<file path="config.mk">
export PLATFORM = sky130hd
export DESIGN_NAME = tmr_scrub_ram
export DESIGN_NICKNAME = d
export VERILOG_FILES = /design/src/rtl/tmr_scrub_pkg.sv /design/src/rtl/tmr_copy.sv /design/src/rtl/tmr_scrub_fsm.sv /design/src/rtl/tmr_err_log.sv /design/src/rtl/tmr_scrub_ram.sv
export SDC_FILE = /design/constraint.sdc
export NUM_CORES = 2
export LEC_CHECK = 0
export BUFFER_PORTS_ARGS = -buffer_cell sky130_fd_sc_hd__buf_2
export CORE_MARGIN = 2
export CORE_UTILIZATION = 40
export DETAILED_ROUTE_END_ITERATION = 6
export SYNTH_ARGS = -nofsm -noshare
export SYNTH_HDL_FRONTEND = slang
export SYNTH_SLANG_ARGS = --single-unit
</file>
<file path="constraint.sdc">
create_clock -name clk -period 3.5 [get_ports clk]
set_clock_uncertainty 0.05 [all_clocks]
set_input_delay 0.175 -clock clk [delete_from_list [all_inputs] [get_ports clk]]
set_output_delay 0.175 -clock clk [all_outputs]
set_load 0.03 [all_outputs]
</file>
<file path="src/rtl/tmr_scrub_pkg.sv">
package tmr_scrub_pkg;
    typedef enum logic [1:0] {
        SC_IDLE  = 2'd0,
        SC_FETCH = 2'd1,
        SC_MEND  = 2'd2
    } scrub_state_e;
endpackage

</file>
<file path="src/rtl/tmr_copy.sv">
module tmr_copy #(
    parameter int AW = 4,
    parameter int DW = 16
) (
    input  logic                  clk,
    input  logic [AW-1:0]         a_addr,
    input  logic                  a_we,
    input  logic [DW-1:0]         a_wdata,
    output logic [DW-1:0]         a_rdata,
    input  logic [AW-1:0]         b_addr,
    input  logic                  b_we,
    input  logic [DW-1:0]         b_wdata,
    output logic [DW-1:0]         b_rdata,
    input  logic                  flip,
    input  logic [AW-1:0]         flip_addr,
    input  logic [$clog2(DW)-1:0] flip_bit
);
    localparam int DEPTH = 1 << AW;

    logic [DW-1:0] cells [DEPTH];

    // Read-first on both ports; the user write is placed after the scrub
    // write, so it wins on a shared word, and an upset is applied last.
    always_ff @(posedge clk) begin
        a_rdata <= cells[a_addr];
        b_rdata <= cells[b_addr];
        if (b_we)
            cells[b_addr] <= b_wdata;
        if (a_we)
            cells[a_addr] <= a_wdata;
        if (flip)
            cells[flip_addr][flip_bit] <= ~cells[flip_addr][flip_bit];
    end
endmodule

</file>
<file path="src/rtl/tmr_scrub_fsm.sv">
module tmr_scrub_fsm
    import tmr_scrub_pkg::*;
#(
    parameter int AW = 4
) (
    input  logic          clk,
    input  logic          rst_n,
    input  logic          run,
    input  logic          usr_we,
    input  logic [AW-1:0] usr_addr,
    output logic [AW-1:0] scr_addr,
    output logic          scr_we,
    output logic          visit
);
    localparam logic [AW-1:0] LAST = AW'((1 << AW) - 1);

    scrub_state_e state_q, state_d;
    logic [AW-1:0] addr_q;
    logic          stale_q;
    logic          hit_now;

    assign hit_now = usr_we && (usr_addr == addr_q);

    always_comb begin
        state_d = state_q;
        unique case (state_q)
            SC_IDLE:  if (run) state_d = SC_FETCH;
            SC_FETCH: state_d = SC_MEND;
            SC_MEND:  state_d = run ? SC_FETCH : SC_IDLE;
            default:  state_d = SC_IDLE;
        endcase
    end

    always_ff @(posedge clk) begin
        if (!rst_n) begin
            state_q <= SC_IDLE;
            addr_q  <= '0;
            stale_q <= 1'b0;
        end else begin
            state_q <= state_d;
            stale_q <= (state_q == SC_FETCH) && hit_now;
            if (state_q == SC_MEND)
                addr_q <= (addr_q == LAST) ? '0 : addr_q + 1'b1;
        end
    end

    always_comb begin
        scr_addr = addr_q;
        scr_we   = 1'b0;
        visit    = 1'b0;
        unique case (state_q)
            SC_IDLE:  ;
            SC_FETCH: ;
            SC_MEND: begin
                visit  = 1'b1;
                scr_we = !stale_q && !hit_now;
            end
            default: ;
        endcase
    end


    user_wins_chk: assert property (@(posedge clk) disable iff (!rst_n)
        (scr_we && usr_we) |-> (scr_addr != usr_addr));


    idle_quiet_chk: assert property (@(posedge clk) disable iff (!rst_n)
        (state_q == SC_IDLE) |-> !scr_we);


    addr_wrap_chk: assert property (@(posedge clk) disable iff (!rst_n)
        (visit && scr_addr == LAST) |=> (scr_addr == '0));
endmodule

</file>
<file path="src/rtl/tmr_err_log.sv">
module tmr_err_log #(
    parameter int CW = 8
) (
    input  logic          clk,
    input  logic          rst_n,
    input  logic          hit,
    input  logic          clr,
    output logic          seen,
    output logic [CW-1:0] count
);
    localparam logic [CW-1:0] TOP = {CW{1'b1}};

    always_ff @(posedge clk) begin
        if (!rst_n || clr) begin
            seen  <= 1'b0;
            count <= '0;
        end else if (hit) begin
            seen <= 1'b1;
            if (count != TOP)
                count <= count + 1'b1;
        end
    end


    sat_hold_chk: assert property (@(posedge clk) disable iff (!rst_n)
        (count == TOP && !clr) |=> (count == TOP));


    clr_chk: assert property (@(posedge clk) disable iff (!rst_n)
        clr |=> (count == '0 && !seen));
endmodule

</file>
<file path="src/rtl/tmr_scrub_ram.sv">
module tmr_scrub_ram #(
    parameter int AW = 4,
    parameter int DW = 16,
    parameter int CW = 8
) (
    input  logic                  clk,
    input  logic                  rst_n,
    input  logic [AW-1:0]         usr_addr,
    input  logic                  usr_we,
    input  logic [DW-1:0]         usr_wdata,
    output logic [DW-1:0]         usr_rdata,
    input  logic                  scrub_en,
    input  logic                  err_clr,
    input  logic                  inj_en,
    input  logic [1:0]            inj_copy,
    input  logic [AW-1:0]         inj_addr,
    input  logic [$clog2(DW)-1:0] inj_bit,
    output logic                  err_seen,
    output logic [CW-1:0]         err_count
);
    localparam int COPIES = 3;

    logic [DW-1:0] a_q [COPIES];
    logic [DW-1:0] b_q [COPIES];
    logic [AW-1:0] scr_addr;
    logic          scr_we;
    logic          visit;
    logic [DW-1:0] scr_vote;
    logic          disagree;

    tmr_scrub_fsm #(.AW(AW)) u_fsm (
        .clk      (clk),
        .rst_n    (rst_n),
        .run      (scrub_en),
        .usr_we   (usr_we),
        .usr_addr (usr_addr),
        .scr_addr (scr_addr),
        .scr_we   (scr_we),
        .visit    (visit)
    );

    for (genvar i = 0; i < COPIES; i++) begin : g_copy
        tmr_copy #(.AW(AW), .DW(DW)) u_copy (
            .clk       (clk),
            .a_addr    (usr_addr),
            .a_we      (usr_we),
            .a_wdata   (usr_wdata),
            .a_rdata   (a_q[i]),
            .b_addr    (scr_addr),
            .b_we      (scr_we),
            .b_wdata   (scr_vote),
            .b_rdata   (b_q[i]),
            .flip      (inj_en && (inj_copy == 2'(i))),
            .flip_addr (inj_addr),
            .flip_bit  (inj_bit)
        );
    end

    assign usr_rdata = (a_q[0] & a_q[1]) | (a_q[0] & a_q[2]) | (a_q[1] & a_q[2]);
    assign scr_vote  = (b_q[0] & b_q[1]) | (b_q[0] & b_q[2]) | (b_q[1] & b_q[2]);
    assign disagree  = (b_q[0] != b_q[1]) || (b_q[0] != b_q[2]);

    tmr_err_log #(.CW(CW)) u_log (
        .clk   (clk),
        .rst_n (rst_n),
        .hit   (visit && disagree),
        .clr   (err_clr),
        .seen  (err_seen),
        .count (err_count)
    );
endmodule

</file>
==> results_dict.tcl <==
set metrics [dict create \
    grt_pass1_vias 49221 \
    synth-edff-count 768 \
    yosys_register_bits 880 \
    leakage_nw 21.2 \
    finalPower_mw 28.4 \
    ir_worst_vdd_uv 399 \
    synth_common_cells "o21ai_0, edfxtp_1, nor2_1" \
    fmax_mhz 296 \
    worst_path_most_repeated_cell "mux4_2" \
    dieArea_sq_um 163000 \
    portBuffers 60 \
    finalInstanceArea_sq_um 70800 \
    drv_slew 0 \
    synth_nets 5855 \
    place_area_sq_um 67100 \
    worst_pin_slew_ns 1.18 \
    vias 52337 \
    cts_max_level 3 \
    final.min_clock_period_ns 3.38 \
    status "completed" \
    crit_type "flip-flop to flip-flop" \
    synth-seq-area-share_pct 39.6 \
    synth_area_per_cell_sq_um 11.1 \
    max_slew_margin_pct 21.0 \
    crit_slowest_cell "mux4_2" \
    grt_use_met3_pct 7.35 \
    async_reset_ff_share_pct 0 \
    cts_buffer_depth 3 \
    synth.largest_area_cell "edfxtp_1" \
    rsz0062_at_grt "no" \
    ctsResizeCount 0 \
    ys.flop_type "edfxtp_1" \
    worstPathArrival_ns 3.86 \
    grt_first_pass_wirelength_mm 354 \
    yosysMostFrequentCell "o21ai_0" \
    cap_violations 0 \
    cts_tree "built" \
    path_delay_family "multiplexers" \
    globalplace.congestion 0.930 \
    max_stage_delay_ns 0.55 \
    yosys.cell_types.count 61 \
    startpoint_type "flip-flop" \
    layout-drive-gt1-share_pct 23.0 \
    required_ns 3.98 \
    final_cells 7652 \
    cts_buffers 105 \
    critPathBufInv 2 \
    rows 146 \
    finalCritPeriodShare_pct 96.6 \
    start_util_pct 40.3 \
    die_h_microns 404 \
    setup_viol 0 \
    drt-total-wl_mm 247 \
    grt_max_degree 117 \
    power.density_nw_per_um2 401 \
    end_kind "flip-flop" \
    drc_errors 0 \
    hold_class "primary input to flip-flop" \
    yosys.area.top_type_share_pct 36.1 \
    synth_warnings 0 \
    grt_usage_pct 29.7 \
    syn_inst 5782 \
    die_x_microns 404 \
    drt_iter0_markers 8323 \
    hold_viol 0 \
    antenna_found_initial 14 \
    viasPerCell 6.84 \
    path_cells "mux4_2 -> mux4_2 -> nand2_1 -> o211ai_1 -> buf_4 -> a211oi_4 -> nor2_4 -> buf_12 -> o31ai_1" \
    synth_area_leaders "edfxtp_1, mux4_2, o21ai_0, mux2i_1, nor2_1" \
    final_antenna_net_count 0 \
    dp_hpwl_mm 160 \
    gr-usage-met2_pct 45.5 \
    busiest_layer "met2" \
    nNetsFinal 5548 \
    clk_latency_ns 0.77 \
    cts_sinks 880 \
    synth_area_sq_um 63900 \
    root_buffer "clkbuf_16" \
    critPathMaxFanout 19 \
    placeableCoreArea_sq_um 159000 \
    dp_cells 7434 \
    num_io_pins 61 \
    synthToLayoutAreaGrowth_pct 10.7 \
    wl_per_cell_microns 32.3 \
    grt_overflow 0 \
    dr.pass1.iters 6 \
    finalSetupTns_ns 0 \
    path_clk_slew_ns 0.07 \
    globalRouteMet1Util_pct 38.8 \
]
logic make-up (layout without fill, tap and decap cells):
| kind of cell | after synthesis | after routing | synth area share, % |
|---|---|---|---|
| simple gates | 1118 | 1118 | 6.95 |
| other cells | 0 | 12 | 0 |
| xor+xnor | 11 | 11 | 0.151 |
| fa+ha+maj | 53 | 53 | 0.975 |
| flops | 880 | 880 | 39.6 |
| buf+inv | 794 | 580 | 5.46 |
| compound gates | 1674 | 1674 | 14.5 |
| mux | 1252 | 1252 | 32.4 |
worst min-delay path, cell delays in order:
cell and delay (ns):
buf_8 0.15, mux4_2 0.23, mux4_2 0.23
layout make-up:
class                   count  area (sq um)
fillers                 14373         87800
multi-input cells        4108         35600
flip-flops and latches    880         25300
repair buffers            372          3570
clock buffers             147          2930
well taps                2072          2590
clock inverters            53           653
inverters                   8          30.0
diodes                     12          30.0
flip-flops by register name (all words and copies together), names as in the netlist:
register	flops
g_copy.u_copy.b_rdata	48
u_fsm.scr_addr	4
u_fsm.state_q	2
g_copy.u_copy.cells	768
u_log.count	8
g_copy.u_copy.a_rdata	48
u_fsm.stale_q	1
u_log.seen	1
per-stage QoR:
step | hold WS, ns | utilization, % | setup WS [ns]
floorplan | 0.239 | - | 0.501
global placement | 0.353 | 42.3 | 0.00817
detailed placement | 0.346 | 42.3 | 0.00332
CTS | 0.0133 | 44.6 | 0.292
global route | 0.0714 | 44.6 | 0.163
finish | 0.0616 | 44.6 | 0.118
routing by layer:
layer	wire length, microns	vias up
li1	-	21608
met1	87700	26062
met2	111000	3881
met3	32600	770
met4	15600	16
met5	304	-
path summary, 6_finish.rpt:
kind / start / to / slack [ns] / depth (start not counted)
worst max-delay path: g_copy[0].u_copy.cells[15][4]$_DFFE_PP_ / g_copy[0].u_copy.cells[3][5]$_DFFE_PP_ / 0.12 / 9
worst min-delay path: usr_addr[1] / g_copy[2].u_copy.a_rdata[7]$_DFF_P_ / 0.06 / 3
worst max register to register: g_copy[0].u_copy.cells[15][4]$_DFFE_PP_ / g_copy[0].u_copy.cells[3][5]$_DFFE_PP_ / 0.12 / 9
worst min register to register: u_fsm.state_q[1]$_SDFFE_PN0P_ / u_fsm.state_q[1]$_SDFFE_PN0P_ / 0.38 / 1
repair_timing:
item                                   in CTS  in global routing
hold buffers                                6                  0
setup buffers                               0                  0
endpoints found under the hold margin      16                  0
power breakdown:
part	total (mW)	switching [mW]	internal (mW)
Sequential	12.0	0.150	11.8
Clock	11.7	4.94	6.74
Combinational	4.73	2.98	1.76
Total	28.4	8.06	20.3
layout by cell type, fill, tap and decap left out, types with 17 or more instances in the layout:
cell       netlist  routed
nor2_1         718     717
clkbuf_16        0     105
ha_1            37      37
dfxtp_1        112     108
a22oi_1         28      28
nand2_1        300     279
mux2i_1        590     590
mux4_2         655     655
nor3_1          17      17
buf_4           18     239
o21ai_0       1261    1261
clkbuf_1       591      28
edfxtp_1       768     768
o21ai_1         23      21
buf_12           2      69
a21oi_1         75      75
o31ai_1        160     160
buf_2           71      53
(Power assumes the default switching activity.)
